### src/rtl/link_wake_event.sv
module link_wake_event #(
  parameter int CNT_W = 8
) (
  input  logic             clk,
  input  logic             rst_n,
  input  logic             link_raw,
  input  logic [CNT_W-1:0] filt_len,
  input  logic             pme_en,
  input  logic             wake_en,
  input  logic [1:0]       pwr_state,
  input  logic             sts_clr,
  output logic             pme_n,
  output logic             pme_sts
);

  logic [1:0]       sync_q;
  logic             link_q;
  logic [CNT_W-1:0] run_q;
  logic             sts_q;

  wire [CNT_W-1:0] need   = (filt_len == '0) ? CNT_W'(1) : filt_len;
  wire             differ = sync_q[1] ^ link_q;
  wire             accept = differ && (({1'b0, run_q} + 1'b1) == {1'b0, need});

  always_ff @(posedge clk or negedge rst_n) begin
    if (!rst_n) begin
      sync_q <= '0;
      link_q <= 1'b0;
      run_q  <= '0;
      sts_q  <= 1'b0;
    end else begin
      sync_q <= {sync_q[0], link_raw};
      run_q  <= (!differ || accept) ? '0 : run_q + 1'b1;
      if (accept) link_q <= sync_q[1];
      sts_q  <= accept | (sts_q & ~sts_clr);
    end
  end

  assign pme_sts = sts_q;
  assign pme_n   = ~(sts_q & pme_en & wake_en);

  // every accepted link change leaves status set
  a_r1_r2_change_sets_sts: assert property (@(posedge clk) disable iff (!rst_n)
    (link_q != $past(link_q)) |-> pme_sts);

  // an accepted level is the one the synchronizer presented
  a_r8_accept_from_sync: assert property (@(posedge clk) disable iff (!rst_n)
    (link_q != $past(link_q)) |-> (link_q == $past(sync_q[1])));

  // status only rises on an accepted change
  a_r4_rise_needs_change: assert property (@(posedge clk) disable iff (!rst_n)
    $rose(pme_sts) |-> (link_q != $past(link_q)));

  // a clear drops status unless a change lands on the same edge
  a_r6_clear_works: assert property (@(posedge clk) disable iff (!rst_n)
    (pme_sts && sts_clr) |=> (!pme_sts || (link_q != $past(link_q))));

  // wake request low implies all three conditions
  a_r5_low_needs_all: assert property (@(posedge clk) disable iff (!rst_n)
    !pme_n |-> (pme_sts && pme_en && wake_en));

  // power state is a defined level, never used for gating
  a_r3_state_known: assert property (@(posedge clk) disable iff (!rst_n)
    !$isunknown(pwr_state));

endmodule

### config.mk
export PLATFORM = sky130hd
export DESIGN_NAME = link_wake_event
export DESIGN_NICKNAME = d
export VERILOG_FILES = /design/src/rtl/link_wake_event.sv
export SDC_FILE = /design/constraint.sdc
export NUM_CORES = 1
export LEC_CHECK = 0
export BUFFER_PORTS_ARGS = -buffer_cell sky130_fd_sc_hd__buf_2
export CAP_MARGIN = 0
export CORE_AREA = 3 3 43 45
export DETAILED_ROUTE_END_ITERATION = 10
export DIE_AREA = 0 0 46 48
export PLACE_DENSITY = 0.73
export SLEW_MARGIN = 5
export SYNTH_ARGS = -nofsm -noshare
export SYNTH_HDL_FRONTEND = slang
export SYNTH_SLANG_ARGS = --single-unit
### constraint.sdc
create_clock -name clk -period 5.1 [get_ports clk]
set_input_delay 0.51 -clock clk [delete_from_list [all_inputs] [get_ports clk]]
set_output_delay 0.51 -clock clk [all_outputs]
set_load 0.02 [all_outputs]
# After elaboration in Yosys (flattened, before gate mapping)
# Cells that the tools add are included.
[word_totals]
reg_bits = 12
input_bits = 16
out_inout_bits = 2
[classes]
n_addsub = 2
eq_ne = 1
mux = 2
bitwise = 7
n_reduce_logical = 4
[ops]
columns = ["op", "n"]
rows = [
  ["8-bit two-way mux", 2],
  ["8-bit by 1-bit adder with 9-bit output (second input constant)", 1],
  ["9-bit by 8-bit equality test with 1-bit output", 1],
  ["8-bit by 1-bit adder with 8-bit output (second input constant)", 1],
  ["8-bit logical NOT", 1],
  ["1-bit bitwise AND", 3],
  ["1-bit NOT", 2],
  ["1-bit logical AND", 1],
  ["1-bit logical NOT", 1],
  ["1-bit logical OR", 1],
  ["1-bit OR", 1],
  ["1-bit bitwise XOR", 1],
]

# Depth between registers and ports, before layout
# Gate-level depths: netlist of run 1.
[logic_depth]
depth_word = 6
depth_mapped = 8
depth_no_buf = 7

# Worst setup path before layout of run 1
# Ideal clock, no wire load.
[synth_path]
path_kind = "reg2reg"
startpoint = "register run_q[2]"
endpoint = "register link_q"
setup_time_ns = 0.125
arrival_ns = 1.872
slack_ns = 3.103
path_stages_with_launch = 9
path_buffers = 2
path_cell_list = "dfrtp_1 > buf_4 > and3_1 > buf_4 > nand4_4 > mux2_4 > nor4_4 > nand4_1 > mux2_4"
[synth_via]
elab_chain_cells = 3
[synth_rtl]
columns = ["item", "line", "text"]
rows = [
  ["start: declaration", "18", "logic [CNT_W-1:0] run_q;"],
  ["start signal: assignment", "33", "run_q <= (!differ || accept) ? '0 : run_q + 1'b1;"],
  ["8-bit by 1-bit adder with 9-bit output", "23", "wire accept = differ && (({1'b0, run_q} + 1'b1) == {1'b0, need});"],
  ["9-bit by 8-bit equality test with 1-bit output", "23", ""],
  ["1-bit logical AND", "23", ""],
  ["end signal: assignment", "34", "if (accept) link_q <= sync_q[1];"],
  ["end: declaration", "17", "logic link_q;"],
]
# Every way passes these cells.
# A chain may end at the register's enable or synchronous reset.

# Final worst setup path of run 1
# Ends and elaborated chain as after synthesis.

==> reports/qor.csv, run 1 <==
metric,value,unit
clk root buf,clkbuf_4,
Final Hold Fails,0,
"Seq/Total Area, Yosys",39.93,%
die width,46,um
CP peak stage delay,0.47,ns
DRC,0,
"Slew Viols, Final",0,
Worst EP arrival,2.40,ns
post-CTS sizing,0,
Pre-antenna DRT Iters,4,
period utilization,43.94,%
WL per Instance,13.92,um
Post-Syn Instances,76,
P_sw,0.08219,mW
Hold WC Path Type,input port to asynchronous set/reset pin,
total number of H-tree levels,1,
"most used cell, CP",mux2_4,
Syn Nets,93,
Worst setup SP type,register,
Pint,0.1806,mW
vias in the first global route,546,
Final Skew,0.01041,ns
Pleak,0.4051,nW
clk sink count,12,
TritonCTS buffer count,3,
Least-Margin Pin Slew,0.3357,ns
Core Footprint,1506,um2
WS Path Type,register to register,
outcome,completed,
area added between synthesis and finish,14.14,%
Final Setup Violations,0,
sequential share of power,44.8,%
Worst Path Required,5.26,ns
worst vdd ir,0.1961,mV
HPWL after DPL,1125,um
synthesized area per cell,9.894,um2
Ports,18,
Fin Setup TNS,0,ns
post-route ant nets,0,
placer's final routability congestion estimate,0.8808,
Vert. Die Dim,48,um
"Slowest-stage cell, CP",dfrtp_1,
fmax,0.4462,GHz
initial antenna violation count,0,
Max-Cap Viols,0,
"Critical Path, Cell by Cell","and3_1, nand4_4, mux2_4, nor4_4, nand4_1, mux2_4",
first-pass GRT wire length,2415,um
synthesized area,752.0,um2
Comb power frac,25.8,%
CTS tree,yes,
post-CTS setup buffers,0,
Clock Power Share,29.4,%
hold buffers post-CTS,0,
"commonest non-fill, non-tap cell in the layout",buf_2,
switching share of power,31.28,%
IO buf count,15,
Crit. End Element,register,
share of layout cells above drive strength 1,26.37,%
Worst-path clk slew,0.09,ns
Total GRT Usage,16.42,%
crit-path max FO,7,
Initial Util,49.92,%
vias post-DR,581,
Starting DRT DRC Count,2,
Skew-Pair Late Insertion Delay,0.28,ns
Power per Cell Area,306.1,nW/um2
ANT cells,0,
largest net degree at the start of global routing,13,
fin nets,109,
Core Rows,14,
CTS max path bufs,2,
Tmin final,2.241,ns
Yosys warning count,0,
Final Power,0.2628,mW
synth unique cells,25,
most frequent cells in the layout,"buf_2, nor2_1, dfrtp_1, xor2_1, xnor2_1",
Slew headroom,77.62,%
"FF+latch count, synth",12,
gr ovfl total,0,
die area,2208,um2
vias per cell,5.430,
RSZ-0062 raised after global routing,false,
Total Wirelength,1489,um
[logic make-up after synthesis]
group | share of synthesized area, %
compound gates | 6.490
xor+xnor | 18.64
fa+ha+maj | 1.664
buf+inv | 4.326
flops | 39.93
mux | 5.491
simple gates | 23.46
[worst paths after layout]
path,end,depth (start not counted),from,slack [ns]
max,link_q,6,run_q[2],2.86
min,run_q[6],1,rst_n,0.09
max reg2reg,link_q,6,run_q[2],2.86
min reg2reg,sync_q[1],0,sync_q[0],0.36
max in group asynchronous,run_q[0],1,rst_n,4.78
min in group clk,sync_q[0],1,link_raw,0.34
[state kept, by name, summed over array words and instances (netlist names)]
name and cells:
run_q 8, link_q 1, pme_sts 1, sync_q 2
[final cells by class]
type,instances,area [um2]
well taps,16,20.02
fillers,140,648.1
inverters,2,7.507
multi-input cells,58,419.2
flip-flops and latches,12,300.3
repair buffers,15,75.07
clock buffers,4,36.28
[worst max-delay path: cells and delay by family (launching register included)]
kind | cells | cell delay [ns]
AND/OR/NAND/NOR | 4 | 0.98
flip-flops | 1 | 0.47
multiplexers | 2 | 0.67
[metal layers]
metal | part of all wire (%) | up-vias | GRT usage [%]
li1 | - | 293 | -
met4 | 0.87 | 0 | 5.114
met1 | 45 | 272 | 19.40
met2 | 49 | 14 | 27.20
met3 | 5.7 | 2 | 6.767
met5 | 0 | - | 0
[cell usage after synthesis]
library cell	n	area share, %
nor3b_1	1	1.0
dfrtp_1	12	40
buf_2	2	1.3
nor4_4	1	2.8
a21oi_1	2	1.3
nor3_1	1	0.66
nand4_4	1	2.8
and3_1	2	1.7
a41o_1	1	1.3
a31oi_1	1	0.83
mux2_4	2	4.0
inv_1	2	1.0
xor2_1	10	12
xnor2_1	6	7.0
nand4_1	4	3.3
o21ai_0	2	1.3
nor2_1	12	6.0
and2_1	1	0.83
buf_4	2	2.0
nor4_1	1	0.83
nand3_1	3	2.0
mux2_2	1	1.5
ha_1	1	1.7
nand2_1	3	1.5
o22ai_1	2	1.7
[metrics by stage]
stage                     setup slack (ns)  util (%)  area, um2  hold slack (ns)  instances
final                                2.859     56.98      858.3          0.09316        107
after global routing                 2.766     56.98      858.3           0.1033        107
after CTS                            2.862     56.98      858.3          0.09991        107
after detailed placement             2.895     54.57      822.0           0.3457        103
after global placement               2.935     54.57      822.0           0.3348        103
after floorplan                      3.103         -      752.0           0.2144         76
[power by group through the flow]
stage          combinational (mW)  clock [mW]  sequential, mW
6_report                   0.0678      0.0774           0.118
5_1_grt                    0.0758      0.0847           0.119
4_1_cts                    0.0686      0.0799           0.118
3_5_place_dp               0.0681           0           0.120
3_3_place_gp               0.0667           0           0.118
2_1_floorplan              0.0558           0           0.114
No activity file was read; power rests on OpenSTA's default activity.
==> run 2: changes to the inputs <==
==> constraint.sdc (replaced) <==
create_clock -name clk -period 2.2 [get_ports clk]
set_input_delay 0.22 -clock clk [delete_from_list [all_inputs] [get_ports clk]]
set_output_delay 0.22 -clock clk [all_outputs]
set_load 0.02 [all_outputs]
==> run 2 against run 1 <==
- first-iteration DRC count rose to 13 times the previous value
- via count up 3.8%
- power up 130%
- critical path type unchanged
- design area up 5.1%
- combinational power rose to 2.6 times the previous value
- clock power up 130%
- hold slack worse by 0.050 ns
- non-clock buffer count up 5
==> reports/qor.csv, run 2 (same netlist as run 1, synthesis figures left out) <==
metric,value,unit,change
outcome,completed,,unchanged
Largest register FFs,8,,unchanged
Worst Path Required,2.37,ns,was 5.26 ns
Power per Cell Area,683.2,nW/um2,was 306.1 nW/um2
Tmin final,2.062,ns,was 2.241 ns
area added between synthesis and finish,19.97,%,was 14.14%
Core Rows,14,,unchanged
WL per Instance,13.56,um,was 13.92 um
Final Skew,0.003024,ns,was 0.01041 ns
Biggest register,run_q,,unchanged
"commonest non-fill, non-tap cell in the layout",buf_2,,unchanged
Final Setup Violations,0,,unchanged
Vert. Die Dim,48,um,unchanged
Total GRT Usage,15.07,%,was 16.42%
clk root buf,clkbuf_4,,unchanged
die width,46,um,unchanged
placer's final routability congestion estimate,0.8185,,was 0.8808
clk sink count,12,,unchanged
CTS max path bufs,2,,unchanged
Pleak,0.4287,nW,was 0.4051 nW
IO buf count,15,,unchanged
worst vdd ir,0.4378,mV,was 0.1961 mV
Crit. End Element,register,,unchanged
Pre-antenna DRT Iters,4,,unchanged
FF-to-FF path depth,6,,unchanged
Hold WC Path Type,input port to register,,was input port to asynchronous set/reset pin
Layout Utilization,59.88,%,was 56.98%
Core Footprint,1506,um2,unchanged
Worst setup SP type,register,,unchanged
first-pass GRT wire length,2304,um,was 2415 um
Fin Setup TNS,0,ns,unchanged
Max-Cap Viols,0,,unchanged
share of layout cells above drive strength 1,31.25,%,was 26.37%
Final Hold Fails,0,,unchanged
HPWL after DPL,1125,um,about the same
crit-path max FO,6,,was 7
most frequent cells in the layout,"buf_2, nor2_1, dfrtp_1, xor2_1, xnor2_1",,unchanged
Worst-path clk slew,0.08,ns,was 0.09 ns
total number of H-tree levels,1,,unchanged
post-route ant nets,0,,unchanged
"Slew Viols, Final",0,,unchanged
gr ovfl total,0,,unchanged
Worst EP arrival,2.23,ns,was 2.40 ns
Total Wirelength,1519,um,was 1489 um
routing usage on met3,2.256,%,was 6.767%
vias post-DR,603,,was 581
vias per cell,5.384,,was 5.430
global routing usage on met2,23.35,%,was 27.20%
Ports,18,,unchanged
Slew headroom,78.00,%,was 77.62%
Least-Margin Pin Slew,0.3300,ns,was 0.3357 ns
Starting DRT DRC Count,26,,was 2
DRC,0,,unchanged
ANT cells,0,,unchanged
fillcell total,150,,was 140
period utilization,93.74,%,was 43.94%
busiest grt layer,met2,,unchanged
TritonCTS buffer count,3,,unchanged
WS Path Type,register to register,,unchanged
Skew-Pair Late Insertion Delay,0.28,ns,about the same
CTS tree,yes,,unchanged
fmax,0.4849,GHz,was 0.4462 GHz
largest net degree at the start of global routing,13,,unchanged
vias in the first global route,560,,was 546
RSZ-0062 raised after global routing,false,,unchanged
fin cells,112,,was 107
hold path depth,1,,
Hold WS,0.04302,ns,was 0.09316 ns
Initial Util,49.92,%,unchanged
initial antenna violation count,0,,unchanged
die area,2208,um2,unchanged
biggest regs,"run_q: 8 flops, sync_q: 2 flops",,unchanged
fin nets,114,,was 109
post-placement cell count,105,,was 103
met1 Track Usage GR,19.31,%,was 19.40%
==> run 2: cell types whose count changed in the layout (fill, tap and decap cells not counted), sizes merged <==
| cell | delta |
|---|---|
| buf | +4 |
| dlygate4sd3 | +1 |
==> run 2: routing by layer <==
metal  up-vias  routed length [um]
met2        17                 711
met5         -                   0
met4         0                  35
met1       281                 691
li1        301                   -
met3         4                  80
==> run 2: final timing paths <==
kind | startpoint | end | slack, ns
worst min register to register | sync_q[0] | sync_q[1] | 0.36
min in group asynchronous | rst_n | run_q[1] | 0.34
worst min-delay path | link_raw | sync_q[0] | 0.04
worst max register to register | run_q[3] | link_q | 0.14
max in group asynchronous | rst_n | pme_sts | 1.64
worst max-delay path | run_q[3] | link_q | 0.14
==> run 2: power breakdown <==
group | internal, mW | total, mW | switching (mW)
clock network | 0.101 | 0.179 | 0.0778
logic | 0.0816 | 0.174 | 0.0926
registers | 0.246 | 0.264 | 0.0179
total | 0.428 | 0.616 | 0.188
==> run 2: repair_timing <==
action / CTS / global route
endpoints found under the hold margin: 12 / 0
setup endpoints to repair: 0 / 9
resized for setup: 0 / 2
buffers inserted: 0 / 2
hold buffers: 1 / 0
==> run 2: final cells by class <==
class | count | area [um2] | area share [%]
timing repair buffer | 20 | 115.1 | 12.76
tap | 16 | 20.02 | 2.219
clock buffer | 4 | 36.28 | 4.022
sequential | 12 | 300.3 | 33.29
inverter | 2 | 7.507 | 0.8322
multi-input combinational | 58 | 422.9 | 46.88
==> run 2: metrics by stage <==
step	setup slack, ns	cell area, um2	power, mW
floorplan	0.2033	752.0	0.3931
global placement	0.08591	837.1	0.4354
detailed placement	0.05459	837.1	0.4402
CTS	0.03641	883.3	0.6201
global route	0.02558	902.1	0.6595
finish	0.1378	902.1	0.6163
==> run 2: worst max-delay path, cell delays in order, from the launching register on <==
cell	delay, ns
dfrtp_1	0.41
and2_2	0.24
nand2_1	0.12
mux2_2	0.37
nor4_4	0.29
nand4_1	0.18
mux2_4	0.33
==> run 3: changes to the inputs <==
--- a/config.mk
+++ b/config.mk
@@ -5,12 +5,15 @@
 export SDC_FILE = /design/constraint.sdc
 export NUM_CORES = 1
 export LEC_CHECK = 0
+export ABC_AREA = 1
 export BUFFER_PORTS_ARGS = -buffer_cell sky130_fd_sc_hd__buf_2
 export CAP_MARGIN = 0
-export CORE_AREA = 3 3 43 45
+export CORE_AREA = 3 3 44 46
+export CTS_CLUSTER_DIAMETER = 100
 export DETAILED_ROUTE_END_ITERATION = 10
-export DIE_AREA = 0 0 46 48
-export PLACE_DENSITY = 0.73
+export DIE_AREA = 0 0 47 49
+export GPL_TIMING_DRIVEN = 0
+export PLACE_DENSITY = 0.72
 export SLEW_MARGIN = 5
 export SYNTH_ARGS = -nofsm -noshare
 export SYNTH_HDL_FRONTEND = slang
==> run 3 against run 2 <==
- sequential power is 3% higher
- critical path depth grew 4
- synthesized cell count rose by 49%
- maximum frequency increased by 17%
- global-route usage grew 0.90 points
- hold slack better by 0.0058 ns
- combinational power up 7%
==> reports/qor.csv, run 3 <==
metric,value,unit,change
hold path depth,1,,unchanged
Clock Power Share,22.8,%,was 29.0%
clk sink count,12,,unchanged
period utilization,80.38,%,was 93.74%
DRC,0,,unchanged
WS Path Type,register to register,,unchanged
"Seq/Total Area, Yosys",38.40,%,was 39.93%
Post-synth top cells,"nand2_1, inv_1, nor2_1",,"was dfrtp_1, nor2_1, xor2_1"
RSZ-0062 raised after global routing,false,,unchanged
Final Hold Fails,0,,unchanged
number of synthesized flops with an enable pin,0,,unchanged
synth unique cells,18,,was 25
Max-Cap Viols,0,,unchanged
sequential share of power,45.7,%,was 42.8%
vias per cell,4.939,,was 5.384
Reg area,300.3,um2,unchanged
switching share of power,35.49,%,was 30.54%
Power per Cell Area,652.3,nW/um2,was 683.2 nW/um2
worst vdd ir,0.4684,mV,was 0.4378 mV
fin nets,151,,was 114
clk root buf,clkbuf_4,,unchanged
Post-Syn Instances,113,,was 76
Worst EP arrival,1.93,ns,was 2.23 ns
Final Power,0.5933,mW,was 0.6163 mW
outcome,completed,,unchanged
Synth area leaders,"dfrtp_1, nand2_1, inv_1",,"was dfrtp_1, xor2_1, xnor2_1"
placer's final routability congestion estimate,0.8427,,was 0.8185
TritonCTS buffer count,3,,unchanged
Largest register FFs,8,,unchanged
register-to-register setup slack,0.43,ns,was 0.14 ns
gr ovfl total,0,,unchanged
ANT cells,0,,unchanged
Final Setup Violations,0,,unchanged
Syn Nets,130,,was 93
Least-Margin Pin Slew,0.2971,ns,was 0.3300 ns
Total Wirelength,1579,um,was 1519 um
Hold WC Path Type,input port to register,,unchanged
Slew headroom,80.13,%,was 78.00%
share of layout cells above drive strength 1,19.70,%,was 31.25%
Hold WS,0.04885,ns,was 0.04302 ns
Core Rows,14,,unchanged
Yosys warning count,0,,unchanged
Pint,0.3827,mW,was 0.4281 mW
die width,47,um,was 46 um
biggest regs,"run_q: 8 flops, sync_q: 2 flops",,unchanged
hold buffers post-CTS,1,,unchanged
total number of H-tree levels,1,,unchanged
P_sw,0.2106,mW,was 0.1882 mW
CTS max path bufs,2,,unchanged
FF-to-FF path depth,10,,was 6
post-synth top area cell,dfrtp_1,,unchanged
top-count cell post-synth,nand2_1,,
die area,2303,um2,was 2208 um2
area added between synthesis and finish,16.32,%,was 19.97%
ys async rst share,100.0,%,unchanged
post-CTS sizing,0,,unchanged
vias in the first global route,671,,was 560
synthesized area,782.0,um2,was 752.0 um2
Core Footprint,1541,um2,was 1506 um2
fmax,0.5655,GHz,was 0.4849 GHz
largest net degree at the start of global routing,13,,unchanged
HPWL after DPL,1295,um,was 1125 um
IO buf count,15,,unchanged
Fin Setup TNS,0,ns,unchanged
Starting DRT DRC Count,13,,was 26
vias post-DR,731,,was 603
"FF+latch count, synth",12,,unchanged
area of the multi-input gates,417.9,um2,was 422.9 um2
Final Skew,0.0008321,ns,was 0.003024 ns
post-synth top area share,38.40,%,was 39.93%
Pre-antenna DRT Iters,4,,unchanged
Total GRT Usage,15.97,%,was 15.07%
Post-synth top flop,dfrtp_1,,unchanged
Skew-Pair Late Insertion Delay,0.27,ns,was 0.28 ns
Initial Util,50.73,%,was 49.92%
Layout Utilization,59.01,%,was 59.88%
Setup WS pre-CTS,0.4331,ns,was 0.05459 ns
initial antenna violation count,0,,unchanged
Worst-path clk slew,0.07,ns,was 0.08 ns
worst setup margin,0.4316,ns,was 0.1378 ns
synthesized area per cell,6.920,um2,was 9.894 um2
Worst setup SP type,register,,unchanged
most frequent cells in the layout,"nand2_1, inv_1, buf_2, nor2_1",,"was buf_2, nor2_1, dfrtp_1, xor2_1, xnor2_1"
post-CTS setup buffers,0,,unchanged
Worst Path Required,2.36,ns,was 2.37 ns
Pleak,0.4607,nW,was 0.4287 nW
post-route ant nets,0,,unchanged
"commonest non-fill, non-tap cell in the layout",nand2_1,,was buf_2
Tmin final,1.768,ns,was 2.062 ns
Ports,18,,unchanged
CTS tree,yes,,unchanged
Comb power frac,31.5,%,was 28.3%
"Slew Viols, Final",0,,unchanged
fillcell total,150,,unchanged
Vert. Die Dim,49,um,was 48 um
first-pass GRT wire length,2642,um,was 2304 um
Biggest register,run_q,,unchanged
crit-path max FO,8,,was 6
Crit. End Element,register,,unchanged
WL per Instance,10.67,um,was 13.56 um
run 3: cell types whose count changed after synthesis, sizes merged, moves of 2 or more:
| cell | previous run | this run |
|---|---|---|
| inv | 2 | 17 |
| mux2 | 3 | 0 |
| and3 | 2 | 0 |
| o22ai | 2 | 0 |
| xor2 | 10 | 2 |
| xnor2 | 6 | 2 |
| nand4 | 5 | 2 |
| nor4 | 2 | 0 |
| buf | 4 | 0 |
| nand2 | 3 | 43 |
| nand3 | 3 | 13 |
| a21oi | 2 | 0 |
| nor2 | 12 | 17 |
run 3: critical path: stages (launching register included):
cell     delay (ns)
dfrtp_1        0.41
ha_1           0.22
nand2_2        0.11
nor2_4         0.14
nand2_1        0.10
xor2_1         0.19
nand2_1        0.07
nand2_1        0.13
nand3_2        0.12
nand2_4        0.12
nor2_1         0.05
run 3: area by class of cell:
class	count	area share, %
clock buffer	3	2.476
inverter	17	7.015
multi-input combinational	84	45.94
sequential	12	33.01
tap	16	2.201
timing repair buffer	16	9.354
run 3: power groups by stage:
stage | combinational, mW | clock, mW | sequential [mW]
floorplan | 0.140 | 0 | 0.271
global placement | 0.181 | 0 | 0.274
global route | 0.212 | 0.145 | 0.275
CTS | 0.189 | 0.140 | 0.271
detailed placement | 0.187 | 0 | 0.275
finish | 0.187 | 0.135 | 0.271
run 3: logic make-up (layout without fill, tap and decap cells):
| family | Yosys count | count (layout) | share of synthesized area [%] |
|---|---|---|---|
| buffers and inverters | 17 | 36 | 8.160 |
| adders and majority gates | 1 | 1 | 1.600 |
| DFF | 12 | 12 | 38.40 |
| AOI/OAI and AO/OA | 2 | 2 | 1.600 |
| and+or+nand+nor | 77 | 77 | 45.76 |
| xor gates and xnor gates | 4 | 4 | 4.481 |
run 3: per-layer routing:
metal / vias to the layer above / wire length, um / GRT usage, %
met1: 324 / 723 / 20.55
met4: 0 / 30 / 6.912
met3: 5 / 62 / 3.690
met5: - / 0 / 0
li1: 383 / - / -
met2: 19 / 762 / 24.66
run 3: stage by stage:
stage	cell area, um2	cells
after floorplan	782.0	113
after global placement	877.1	144
after detailed placement	877.1	144
after CTS	909.6	148
after global routing	909.6	148
final	909.6	148
run 3: path summary, 6_finish.rpt:
check	from	to
max in group asynchronous	rst_n	sync_q[0]
max reg2reg	run_q[0]	run_q[0]
min	link_raw	sync_q[0]
min reg2reg	sync_q[0]	sync_q[1]
max	run_q[0]	run_q[0]
min in group asynchronous	rst_n	run_q[7]
